## src/rtl/crs_pkg.sv

```systemverilog
package crs_pkg;
   localparam int unsigned CRS_PART_W = 16;

   // Owner-based merge: host bits from shadow, guest bits from real value
   function automatic logic [63:0] crs_merge(input logic [63:0] msk,
                                             input logic [63:0] shd,
                                             input logic [63:0] val);
      return (shd & msk) | (val & ~msk);
   endfunction
endpackage

```

## src/rtl/crs_lane_expand.sv

```systemverilog
module crs_lane_expand #(
   parameter int unsigned W         = 64,
   parameter int unsigned LANE_BITS = 1,
   localparam int unsigned EW       = W / LANE_BITS
) (
   input  logic [EW-1:0] lane_en,
   output logic [W-1:0]  bit_en
);
   initial begin
      if (W % LANE_BITS != 0) $error("W must be a multiple of LANE_BITS");
   end

   generate
      if (LANE_BITS == 1) begin : g_bit
         assign bit_en = lane_en;
      end else begin : g_lane
         for (genvar i = 0; i < EW; i++) begin : g_l
            assign bit_en[i*LANE_BITS +: LANE_BITS] = {LANE_BITS{lane_en[i]}};
         end
      end
   endgenerate
endmodule

```

## src/rtl/crs_read_merge.sv

```systemverilog
module crs_read_merge #(
   parameter int unsigned W      = 64,
   parameter int unsigned PART_W = 16
) (
   input  logic [W-1:0] own_mask,
   input  logic [W-1:0] shadow,
   input  logic [W-1:0] cur_val,
   input  logic         part,
   output logic [W-1:0] rd_val
);
   import crs_pkg::*;
   logic [63:0] full64;
   logic [W-1:0] full;
   logic [W-1:0] keep;

   initial begin
      if (PART_W == 0 || PART_W > W) $error("PART_W out of range");
   end

   assign full64 = crs_merge(64'(own_mask), 64'(shadow), 64'(cur_val));
   assign full   = full64[W-1:0];

   generate
      if (PART_W == W) begin : g_nopart
         assign keep = '1;
      end else begin : g_part
         assign keep = part ? {{(W-PART_W){1'b0}}, {PART_W{1'b1}}} : '1;
      end
   endgenerate

   assign rd_val = full & keep;
endmodule

```

## src/rtl/crs_write_eval.sv

```systemverilog
module crs_write_eval #(
   parameter int unsigned W = 64
) (
   input  logic [W-1:0] own_mask,
   input  logic [W-1:0] shadow,
   input  logic [W-1:0] cur_val,
   input  logic [W-1:0] wr_data,
   input  logic [W-1:0] bit_en,
   output logic         trap,
   output logic [W-1:0] upd_val
);
   logic [W-1:0] host_cmp;
   logic [W-1:0] guest_wr;

   always_comb begin
      host_cmp = (wr_data ^ shadow) & own_mask & bit_en;
      guest_wr = bit_en & ~own_mask;
      trap     = |host_cmp;
      upd_val  = trap ? cur_val : ((cur_val & ~guest_wr) | (wr_data & guest_wr));
   end
endmodule

```

## src/rtl/crs_shadow_unit.sv

```systemverilog
module crs_shadow_unit #(
   parameter int unsigned W         = 64,
   parameter int unsigned LANE_BITS = 1,
   parameter int unsigned PART_W    = crs_pkg::CRS_PART_W,
   localparam int unsigned EW       = W / LANE_BITS
) (
   input  logic          clk,
   input  logic          rst_n,
   input  logic [W-1:0]  own_mask,
   input  logic [W-1:0]  shadow,
   input  logic [W-1:0]  cur_val,
   input  logic          wr_req,
   input  logic [W-1:0]  wr_data,
   input  logic [EW-1:0] wr_en,
   input  logic          rd_req,
   input  logic          rd_part,
   output logic [W-1:0]  rd_data,
   output logic          rd_vld,
   output logic          exit_o,
   output logic          wr_done,
   output logic [W-1:0]  nxt_val
);
   initial begin
      if (W != 32 && W != 64) $error("W must be 32 or 64");
   end

   logic [W-1:0] bit_en;
   logic [W-1:0] rd_val;
   logic [W-1:0] upd_val;
   logic         trap;

   crs_lane_expand #(.W(W), .LANE_BITS(LANE_BITS)) u_exp (
      .lane_en(wr_en), .bit_en(bit_en));

   crs_read_merge #(.W(W), .PART_W(PART_W)) u_rd (
      .own_mask(own_mask), .shadow(shadow), .cur_val(cur_val),
      .part(rd_part), .rd_val(rd_val));

   crs_write_eval #(.W(W)) u_wr (
      .own_mask(own_mask), .shadow(shadow), .cur_val(cur_val),
      .wr_data(wr_data), .bit_en(bit_en), .trap(trap), .upd_val(upd_val));

   always_ff @(posedge clk) begin
      if (!rst_n) begin
         rd_data <= '0;
         rd_vld  <= 1'b0;
         exit_o  <= 1'b0;
         wr_done <= 1'b0;
         nxt_val <= '0;
      end else begin
         rd_vld  <= rd_req;
         rd_data <= rd_req ? rd_val : '0;
         exit_o  <= wr_req & trap;
         wr_done <= wr_req & ~trap;
         nxt_val <= wr_req ? upd_val : cur_val;
      end
   end

   // trap and accept are mutually exclusive
   p_one_outcome_r10: assert property (@(posedge clk) disable iff (!rst_n)
      !(exit_o && wr_done));

   // trapped write leaves register as it was
   p_trap_keeps_reg_r5: assert property (@(posedge clk) disable iff (!rst_n)
      exit_o |-> (nxt_val == $past(cur_val)));

   // accepted write never alters host-owned bits
   p_host_bits_kept_r6: assert property (@(posedge clk) disable iff (!rst_n)
      wr_done |-> (((nxt_val ^ $past(cur_val)) & $past(own_mask)) == '0));

   // bits outside the enable keep their value
   p_disabled_kept_r7: assert property (@(posedge clk) disable iff (!rst_n)
      $past(rst_n) |-> (((nxt_val ^ $past(cur_val)) & ~$past(bit_en)) == '0));

   // outcomes only follow a request
   p_no_req_quiet_r9: assert property (@(posedge clk) disable iff (!rst_n)
      (exit_o || wr_done) |-> $past(wr_req));

   // read valid only after a read request
   p_rd_follows_req_r2: assert property (@(posedge clk) disable iff (!rst_n)
      rd_vld |-> $past(rd_req));
endmodule

```

## config.mk

```make
export PLATFORM = sky130hd
export DESIGN_NAME = crs_shadow_unit
export DESIGN_NICKNAME = d
export VERILOG_FILES = /design/src/rtl/crs_pkg.sv /design/src/rtl/crs_lane_expand.sv /design/src/rtl/crs_read_merge.sv /design/src/rtl/crs_write_eval.sv /design/src/rtl/crs_shadow_unit.sv
export SDC_FILE = /design/constraint.sdc
export NUM_CORES = 1
export LEC_CHECK = 0
export BUFFER_PORTS_ARGS = -buffer_cell sky130_fd_sc_hd__buf_4
export CAP_MARGIN = 20
export CORE_AREA = 2 2 175 177
export CTS_CLUSTER_SIZE = 10
export DETAILED_ROUTE_END_ITERATION = 16
export DIE_AREA = 0 0 177 179
export PLACE_DENSITY_LB_ADDON = 0.15
export SKIP_CTS_REPAIR_TIMING = 1
export SYNTH_ARGS = -nofsm -noshare
export SYNTH_HDL_FRONTEND = slang
export SYNTH_SLANG_ARGS = --single-unit
```

## constraint.sdc

```tcl
create_clock -name clk -period 5.3 [get_ports clk]
set_clock_uncertainty 0.05 [all_clocks]
set_input_delay 0.795 -clock clk [delete_from_list [all_inputs] [get_ports clk]]
set_output_delay 0.795 -clock clk [all_outputs]
set_load 0.02 [all_outputs]
```

==> results.py, run 1 <==
metrics = {
    "outcome": {
        "status": "completed",
    },
    "drt": {
        "drt_iter0_drc": 245,
        "drc": 0,
        "wl_um": 32400,
        "vias": 7281,
        "viasPerCell": 4.42,
        "antenna_left": 0,
        "dr.pass1.iters": 4,
        "post_drt_wl_per_cell_um": 19.7,
    },
    "die": {
        "die_y_um": 179,
        "io_pins": 456,
        "initial_core_util_pct": 22.9,
        "die_w_um": 177,
        "row_count": 64,
        "core_mm2": 0.0300,
        "die_area_mm2": 0.0317,
    },
    "grt": {
        "grt_use_total_pct": 19.8,
        "grt_max_degree": 67,
        "grt_antenna_before_repair": 1,
        "overflow": 0,
        "grt_pass1_wl_um": 45900,
        "grt_pass1_vias": 7545,
    },
    "power_and_ir_drop": {
        "internal_power_w": 0.00216,
        "ir_drop_mv": 0.163,
        "power_frac_clock_pct": 44.1,
        "p_leak_nw": 4.99,
        "seqPwrFrac_pct": 34.9,
        "powerDensity_mw_per_mm2": 264,
        "combinationalPowerShare_pct": 21.0,
        "p_sw_w": 0.000825,
        "switching_share_pct": 27.6,
    },
    "critical_path": {
        "crit_fanout": 37,
        "worstSetupPathType": "in -> reg",
        "cp.required_ps": 5610,
        "crit_arrival_ps": 3540,
        "startpoint_type": "input pin",
        "critPathCaptureType": "register",
    },
    "logic_synthesis": {
        "syn_area_mm2": 0.00689,
        "ys_warn_count": 0,
        "synth_seq_cells": 131,
        "syn-instance-count": 797,
        "synth_area_leaders": "dfxtp_1 (38%), mux2i_1 (19%), nand2_1 (11%)",
        "synthArstFlopShare_pct": 0,
        "synth_fp_nets": 1122,
        "netlist.area_leader.share_pct": 38.1,
        "synth-seq-area-share_pct": 38.1,
        "synthTopCellsByCount": "nand2_1 (207), dfxtp_1 (131), mux2i_1 (128), nor2_1 (66), xnor2_1 (64)",
        "yosysUniqueCellTypes": 17,
        "yosysMostFrequentCell": "nand2_1",
        "synth_edf_count": 0,
        "syn_avg_cell_area_um2": 8.64,
        "synthFlopType": "dfxtp_1",
        "synth_area_leader_cell": "dfxtp_1",
    },
    "timing": {
        "fmax_mhz": 309,
        "fin_setup_tns_ps": 0,
        "max_slew_margin_pct": 38.9,
        "fin_crit_sh_pct": 61.0,
        "setup_viol": 0,
        "tightestPinTransition_ps": 917,
        "min_period_ps": 3230,
        "final_max_slew_viol_count": 0,
        "grt_setup_unrepaired": "false",
        "hold_violations": 0,
    },
    "place": {
        "io_buffers": 455,
        "gp_congestion": 0.805,
        "dp_hpwl_um": 25100,
        "dp.cells": 1614,
        "placed_cell_area_mm2": 0.0107,
    },
    "clock_network": {
        "cts_buffer_depth": 2,
        "cts_tree": "yes",
        "htreeDepth": 4,
        "cts_buffers": 17,
        "clk_pin_slew_worst_paths_ps": 60,
        "clkSinkCount": 131,
        "root_buffer": "clkbuf_16",
    },
    "layout": {
        "fin_area_mm2": 0.0113,
        "regArea_mm2": 0.00262,
        "fin_cells": 1647,
        "nets": 1562,
        "multi_input_area_mm2": 0.00409,
        "synthToLayoutAreaGrowth_pct": 64.4,
        "fillers": 3161,
        "drive_gt1_share_pct": 43.0,
    },
    "hold_path": {
        "hp-class": "in -> reg",
    },
    "flow_run": {
        "drv_cap": 0,
    },
}
-- state kept, by name, indices dropped and copies added, names as in the netlist --
signal and flops:
rd_vld 1, exit_o 1, wr_done 1, rd_data 64
nxt_val 64
-- placed cells by master (no fill, tap or decap), drive strengths merged --
cell type / instances
clkbuf: 21
xnor2: 64
diode: 1
nor4: 21
nor3: 52
clkinvlp: 3
clkinv: 4
nand4: 2
inv: 1
bufinv: 4
mux2i: 128
or2: 1
nand3b: 51
buf: 462
nor2: 66
dfxtp: 131
nand2: 207
o22ai: 32
-- power by group through the flow --
stage / Combinational, W / Sequential, W / Clock, W
2_1_floorplan: 0.000196 / 0.00112 / 0
3_3_place_gp: 0.000637 / 0.00106 / 0
3_5_place_dp: 0.000638 / 0.00106 / 0
4_1_cts: 0.000640 / 0.00104 / 0.00135
5_1_grt: 0.000680 / 0.00105 / 0.00139
6_report: 0.000628 / 0.00104 / 0.00132
-- kinds of logic after synthesis --
family	after synthesis	share of synthesized area [%]
AOI/OAI and AO/OA	32	2.91
xor gates and xnor gates	64	8.14
buffers and inverters	42	2.49
DFF	131	38.1
muxes	128	18.6
and+or+nand+nor	400	29.8
-- area by class of cell --
class,count,area share (%)
multi-input cells,624,36.2
repair buffers,462,30.6
flip-flops and latches,131,23.2
well taps,396,4.38
clock buffers,21,4.07
clock inverters,11,1.57
inverters,1,0.0331
diodes,1,0.0221
-- final timing paths --
path / cells past startpoint / endpoint / startpoint
worst max-delay path: 9 / nxt_val[62]$_SDFF_PN0_ / shadow[8]
worst min-delay path: 3 / rd_data[63]$_SDFF_PN0_ / cur_val[63]
-- critical path: stages --
cell	delay (ps)
buf_4	120
xnor2_1	290
o22ai_1	120
nor4_1	640
nand4_1	160
buf_4	340
buf_4	410
nor4_1	400
mux2i_1	230
-- routing by layer --
metal | wire length [µm] | GRT usage [%]
met4 | 507 | 5.75
met5 | 0 | 0
met1 | 12800 | 22.3
met2 | 16500 | 35.7
met3 | 2590 | 6.40
-- stage by stage --
step	hold WS (ps)	total power, W	setup WS [ps]	utilization (%)
after global placement	991	0.00170	1550	35.6
after global routing	541	0.00311	1800	37.7
after CTS	531	0.00303	1950	37.7
after detailed placement	995	0.00170	1490	35.6
final	555	0.00299	2070	37.7
after floorplan	884	0.00131	3020	-
(Power assumes the default switching activity.)
==> run 2, diff against run 1 <==
Clock period 5.3 ns to 3.15 ns, I/O delays scaled along.
==> results.py, run 2 (synthesis gave the netlist of run 1 again) <==
metrics = {
    "outcome": {
        "status": "completed",
    },
    "power_and_ir_drop": {
        "seqPwrFrac_pct": 35.8,
        "power_frac_clock_pct": 42.3,
        "combinationalPowerShare_pct": 21.9,
        "p_total_w": 0.00489,
        "powerDensity_mw_per_mm2": 432,
        "switching_share_pct": 27.8,
        "p_sw_w": 0.00136,
        "ir_drop_mv": 0.282,
        "p_leak_nw": 5.00,
        "internal_power_w": 0.00353,
    },
    "timing": {
        "hold_violations": 0,
        "fin_setup_tns_ps": 0,
        "worst_slack_ps": 544,
        "grt_setup_unrepaired": "false",
        "max_slew_margin_pct": 39.6,
        "fmax_mhz": 384,
        "final_max_slew_viol_count": 0,
        "fin_crit_sh_pct": 82.7,
        "tightestPinTransition_ps": 907,
        "setup_viol": 0,
        "min_period_ps": 2610,
    },
    "clock_network": {
        "clkSinkCount": 131,
        "cts_tree": "yes",
        "root_buffer": "clkbuf_16",
        "cts_buffer_depth": 2,
        "clk_pin_slew_worst_paths_ps": 60,
        "htreeDepth": 4,
        "cts_buffers": 17,
    },
    "hold_path": {
        "holdPathStages": 3,
        "holdCritStartpoint": "cur_val[17]",
        "hold_end": "rd_data[17]$_SDFF_PN0_",
        "hp-class": "in -> reg",
    },
    "layout": {
        "fillers": 3185,
        "layout_commonest_cell": "buf_4",
        "fin_cells": 1651,
        "drive_gt1_share_pct": 43.1,
        "fin_area_mm2": 0.0113,
        "layout_common_cells": "buf_4 (464), nand2_1 (207), dfxtp_1 (131)",
        "synthToLayoutAreaGrowth_pct": 64.5,
        "largestRegisters": "nxt_val: 64 flops, rd_data: 64 flops",
        "regArea_mm2": 0.00262,
        "nets": 1566,
        "multi_input_area_mm2": 0.00409,
    },
    "grt": {
        "grt_max_degree": 69,
        "grt_antenna_before_repair": 1,
        "grt_use_total_pct": 20.1,
        "grt_pass1_vias": 7519,
        "overflow": 0,
        "grt_pass1_wl_um": 46500,
    },
    "die": {
        "row_count": 64,
        "initial_core_util_pct": 22.9,
        "io_pins": 456,
        "die_y_um": 179,
        "die_area_mm2": 0.0317,
        "die_w_um": 177,
        "core_mm2": 0.0300,
    },
    "drt": {
        "drt_iter0_drc": 268,
        "drc": 0,
        "wl_um": 32600,
        "post_drt_wl_per_cell_um": 19.8,
        "antenna_left": 0,
        "viasPerCell": 4.44,
        "dr.pass1.iters": 4,
        "vias": 7333,
    },
    "critical_path": {
        "crit_fanout": 34,
        "cp.required_ps": 3450,
        "crit_chain": "buf_4, xnor2_1, o22ai_1, nor4_1, nand4_1, buf_4, nor4_1, mux2i_1",
        "cp_slowest_cell": "nor4_1",
        "crit_arrival_ps": 2910,
        "worstSetupPathType": "in -> reg",
        "startpoint_type": "input pin",
        "cp_slowest_stage_delay_ps": 690,
        "critPathCaptureType": "register",
    },
    "flow_run": {
        "drv_cap": 0,
    },
    "place": {
        "dp_hpwl_um": 25800,
        "dp.cells": 1618,
        "placed_cell_area_mm2": 0.0107,
        "pre_cts_ws_ps": 65.6,
        "io_buffers": 455,
        "gp_congestion": 0.851,
    },
}
## run 2: cell count changes in the layout (fill, tap and decap cells not counted), sizes merged
cell / previous run / this run
clkbuf: 21 / 22
buf: 462 / 466
bufinv: 4 / 3
## run 2: how the worst max path moves through the flow
stage,start,end,slack (ps),depth (start not counted)
global placement,shadow[17],nxt_val[2]$_SDFF_PN0_,140,8
CTS,shadow[17],nxt_val[62]$_SDFF_PN0_,540,8
finish,shadow[17],nxt_val[3]$_SDFF_PN0_,540,8
floorplan,shadow[18],nxt_val[20]$_SDFF_PN0_,1190,8
global route,shadow[17],nxt_val[2]$_SDFF_PN0_,320,8
detailed placement,shadow[17],nxt_val[62]$_SDFF_PN0_,70,8
## run 2: critical path: cells and delay by family
family          cells  cell delay (ps)
compound gates      1              180
xor+xnor            1              220
buf+inv             2              460
mux                 1              230
simple gates        3             1300
## run 2: layout make-up
class	count	share of cell area (%)
diodes	1	0.0221
clock buffers	22	4.01
flip-flops and latches	131	23.1
well taps	396	4.37
clock inverters	10	1.17
multi-input cells	624	36.1
repair buffers	466	31.1
inverters	1	0.0331
## run 2: metrics by stage
stage	util [%]	hold WS (ps)
detailed placement	35.8	671
floorplan	-	561
global placement	35.8	669
CTS	37.7	215
global route	37.7	222
finish	37.7	238
## run 2: per-layer routing
layer	up-vias	share of wire (%)	track usage [%]	wire length, µm
met5	-	0	0	0
met4	0	1.4	5.10	459
met3	21	8.1	6.59	2630
met2	280	52	36.6	17000
met1	3433	38	22.3	12500
li1	3599	-	-	-
## run 2: power by group through the flow
stage | Combinational, W | Clock [W] | Sequential (W)
finish | 0.00107 | 0.00207 | 0.00175
detailed placement | 0.00109 | 0 | 0.00179
global route | 0.00116 | 0.00219 | 0.00176
CTS | 0.00109 | 0.00213 | 0.00175
floorplan | 0.000330 | 0 | 0.00188
global placement | 0.00109 | 0 | 0.00179
==> run 3, diff against run 2 <==
Clock period 3.15 ns to 2.45 ns, I/O delays scaled along.
==> results.py, run 3 (synthesis gave the netlist of run 1 again) <==
metrics = {
    "critical_path": {
        "crit_fanout": 8,
        "critPathCaptureType": "register",
        "cp.required_ps": 2740,
        "cpMostUsedCell": "buf_4",
        "cp_slowest_cell": "nor4_1",
        "cp_num_buf_inv": 3,
        "worstSetupPathType": "in -> reg",
        "cp_slowest_stage_delay_ps": 510,
        "crit_arrival_ps": 2560,
        "crit_chain": "buf_4, xnor2_1, o22ai_1, nor4_1, nand4_1, buf_4, buf_4, nor3_2, mux2i_1",
        "startpoint_type": "input pin",
        "cp_top_family": "simple AND/OR/NAND/NOR gates",
    },
    "outcome": {
        "status": "completed",
    },
    "die": {
        "die_y_um": 179,
        "die_area_mm2": 0.0317,
        "row_count": 64,
        "core_mm2": 0.0300,
        "io_pins": 456,
        "die_w_um": 177,
        "initial_core_util_pct": 22.9,
    },
    "grt": {
        "grt_pass1_vias": 7576,
        "grt_antenna_before_repair": 2,
        "globalRouteMet1Util_pct": 23.0,
        "grt.met2_usage_pct": 37.5,
        "gr-max-usage-layer": "met2",
        "grt_max_degree": 130,
        "grt_pass1_wl_um": 47300,
        "overflow": 0,
        "grt_use_total_pct": 20.6,
        "globalRouteMet3Util_pct": 6.96,
    },
    "timing": {
        "tightestPinTransition_ps": 706,
        "setup_viol": 0,
        "max_slew_margin_pct": 53.0,
        "min_period_ps": 2270,
        "hold_violations": 0,
        "fin_crit_sh_pct": 92.6,
        "worst_slack_ps": 180,
        "holdWs_ps": 126,
        "final_max_slew_viol_count": 0,
        "fmax_mhz": 441,
        "grt_setup_unrepaired": "false",
    },
    "place": {
        "gp_congestion": 0.824,
        "pre_cts_ws_ps": -665,
        "dp_hpwl_um": 26600,
        "io_buffers": 455,
    },
    "clock_network": {
        "htreeDepth": 4,
        "root_buffer": "clkbuf_16",
        "cts_tree": "yes",
        "cts_buffers": 17,
        "cts_buffer_depth": 2,
        "clkSinkCount": 131,
        "clk_pin_slew_worst_paths_ps": 70,
    },
    "drt": {
        "wl_um": 33400,
        "post_drt_wl_per_cell_um": 20.1,
        "viasPerCell": 4.37,
        "vias": 7271,
        "drt_iter0_drc": 272,
        "drc": 0,
        "dr.pass1.iters": 4,
        "antenna_left": 0,
    },
    "layout": {
        "layout_common_cells": "buf_4 (475), nand2_1 (207), dfxtp_1 (131)",
        "drive_gt1_share_pct": 43.8,
        "fin_util_pct": 38.2,
        "nets": 1579,
        "largestRegisters": "nxt_val: 64 flops, rd_data: 64 flops",
        "synthToLayoutAreaGrowth_pct": 66.4,
        "layout_commonest_cell": "buf_4",
    },
    "power_and_ir_drop": {
        "ir_drop_mv": 0.331,
        "powerDensity_mw_per_mm2": 549,
        "p_leak_nw": 5.08,
    },
    "hold_path": {
        "hp-class": "in -> reg",
    },
    "flow_run": {
        "drv_cap": 0,
    },
}
[run 3: cell count changes in the layout (fill, tap and decap cells not counted), moves of 2 or more]
cell | before | now
buf_12 | 2 | 4
buf_4 | 464 | 475
clkbuf_1 | 4 | 2
clkbuf_8 | 1 | 5
clkinvlp_4 | 3 | 0
[run 3: worst paths after layout]
path                     end  cells past startpoint  slack [ps]        start
max   nxt_val[45]$_SDFF_PN0_                      9         180   shadow[23]
min   rd_data[17]$_SDFF_PN0_                      3         130  cur_val[17]
[run 3: where the power goes]
group	switching [W]	internal, W
clock	0.00101	0.00161
combinational	0.000702	0.000710
sequential	0.0000298	0.00222
total	0.00174	0.00455
[run 3: cell type report]
class | instances | area, µm²
fillers | 3167 | 18600
multi-input cells | 624 | 4110
repair buffers | 479 | 3650
flip-flops and latches | 131 | 2620
clock buffers | 24 | 502
well taps | 396 | 495
clock inverters | 5 | 75.1
diodes | 2 | 5.00
inverters | 1 | 3.75
[run 3: through the flow]
| step | power [W] | cells | instance area [µm²] | TNS (ps) |
|---|---|---|---|---|
| floorplan | 0.00284 | 797 | 6890 | 0 |
| global placement | 0.00373 | 1631 | 10900 | -36570 |
| detailed placement | 0.00373 | 1631 | 10900 | -34870 |
| CTS | 0.00640 | 1660 | 11400 | -6050 |
| global route | 0.00658 | 1660 | 11500 | 0 |
| finish | 0.00629 | 1662 | 11500 | 0 |
[run 3: layer usage]
layer	vias to the layer above	wire length (µm)
li1	3627	-
met1	3338	13000
met2	285	17100
met3	21	2780
met4	0	493
met5	-	0
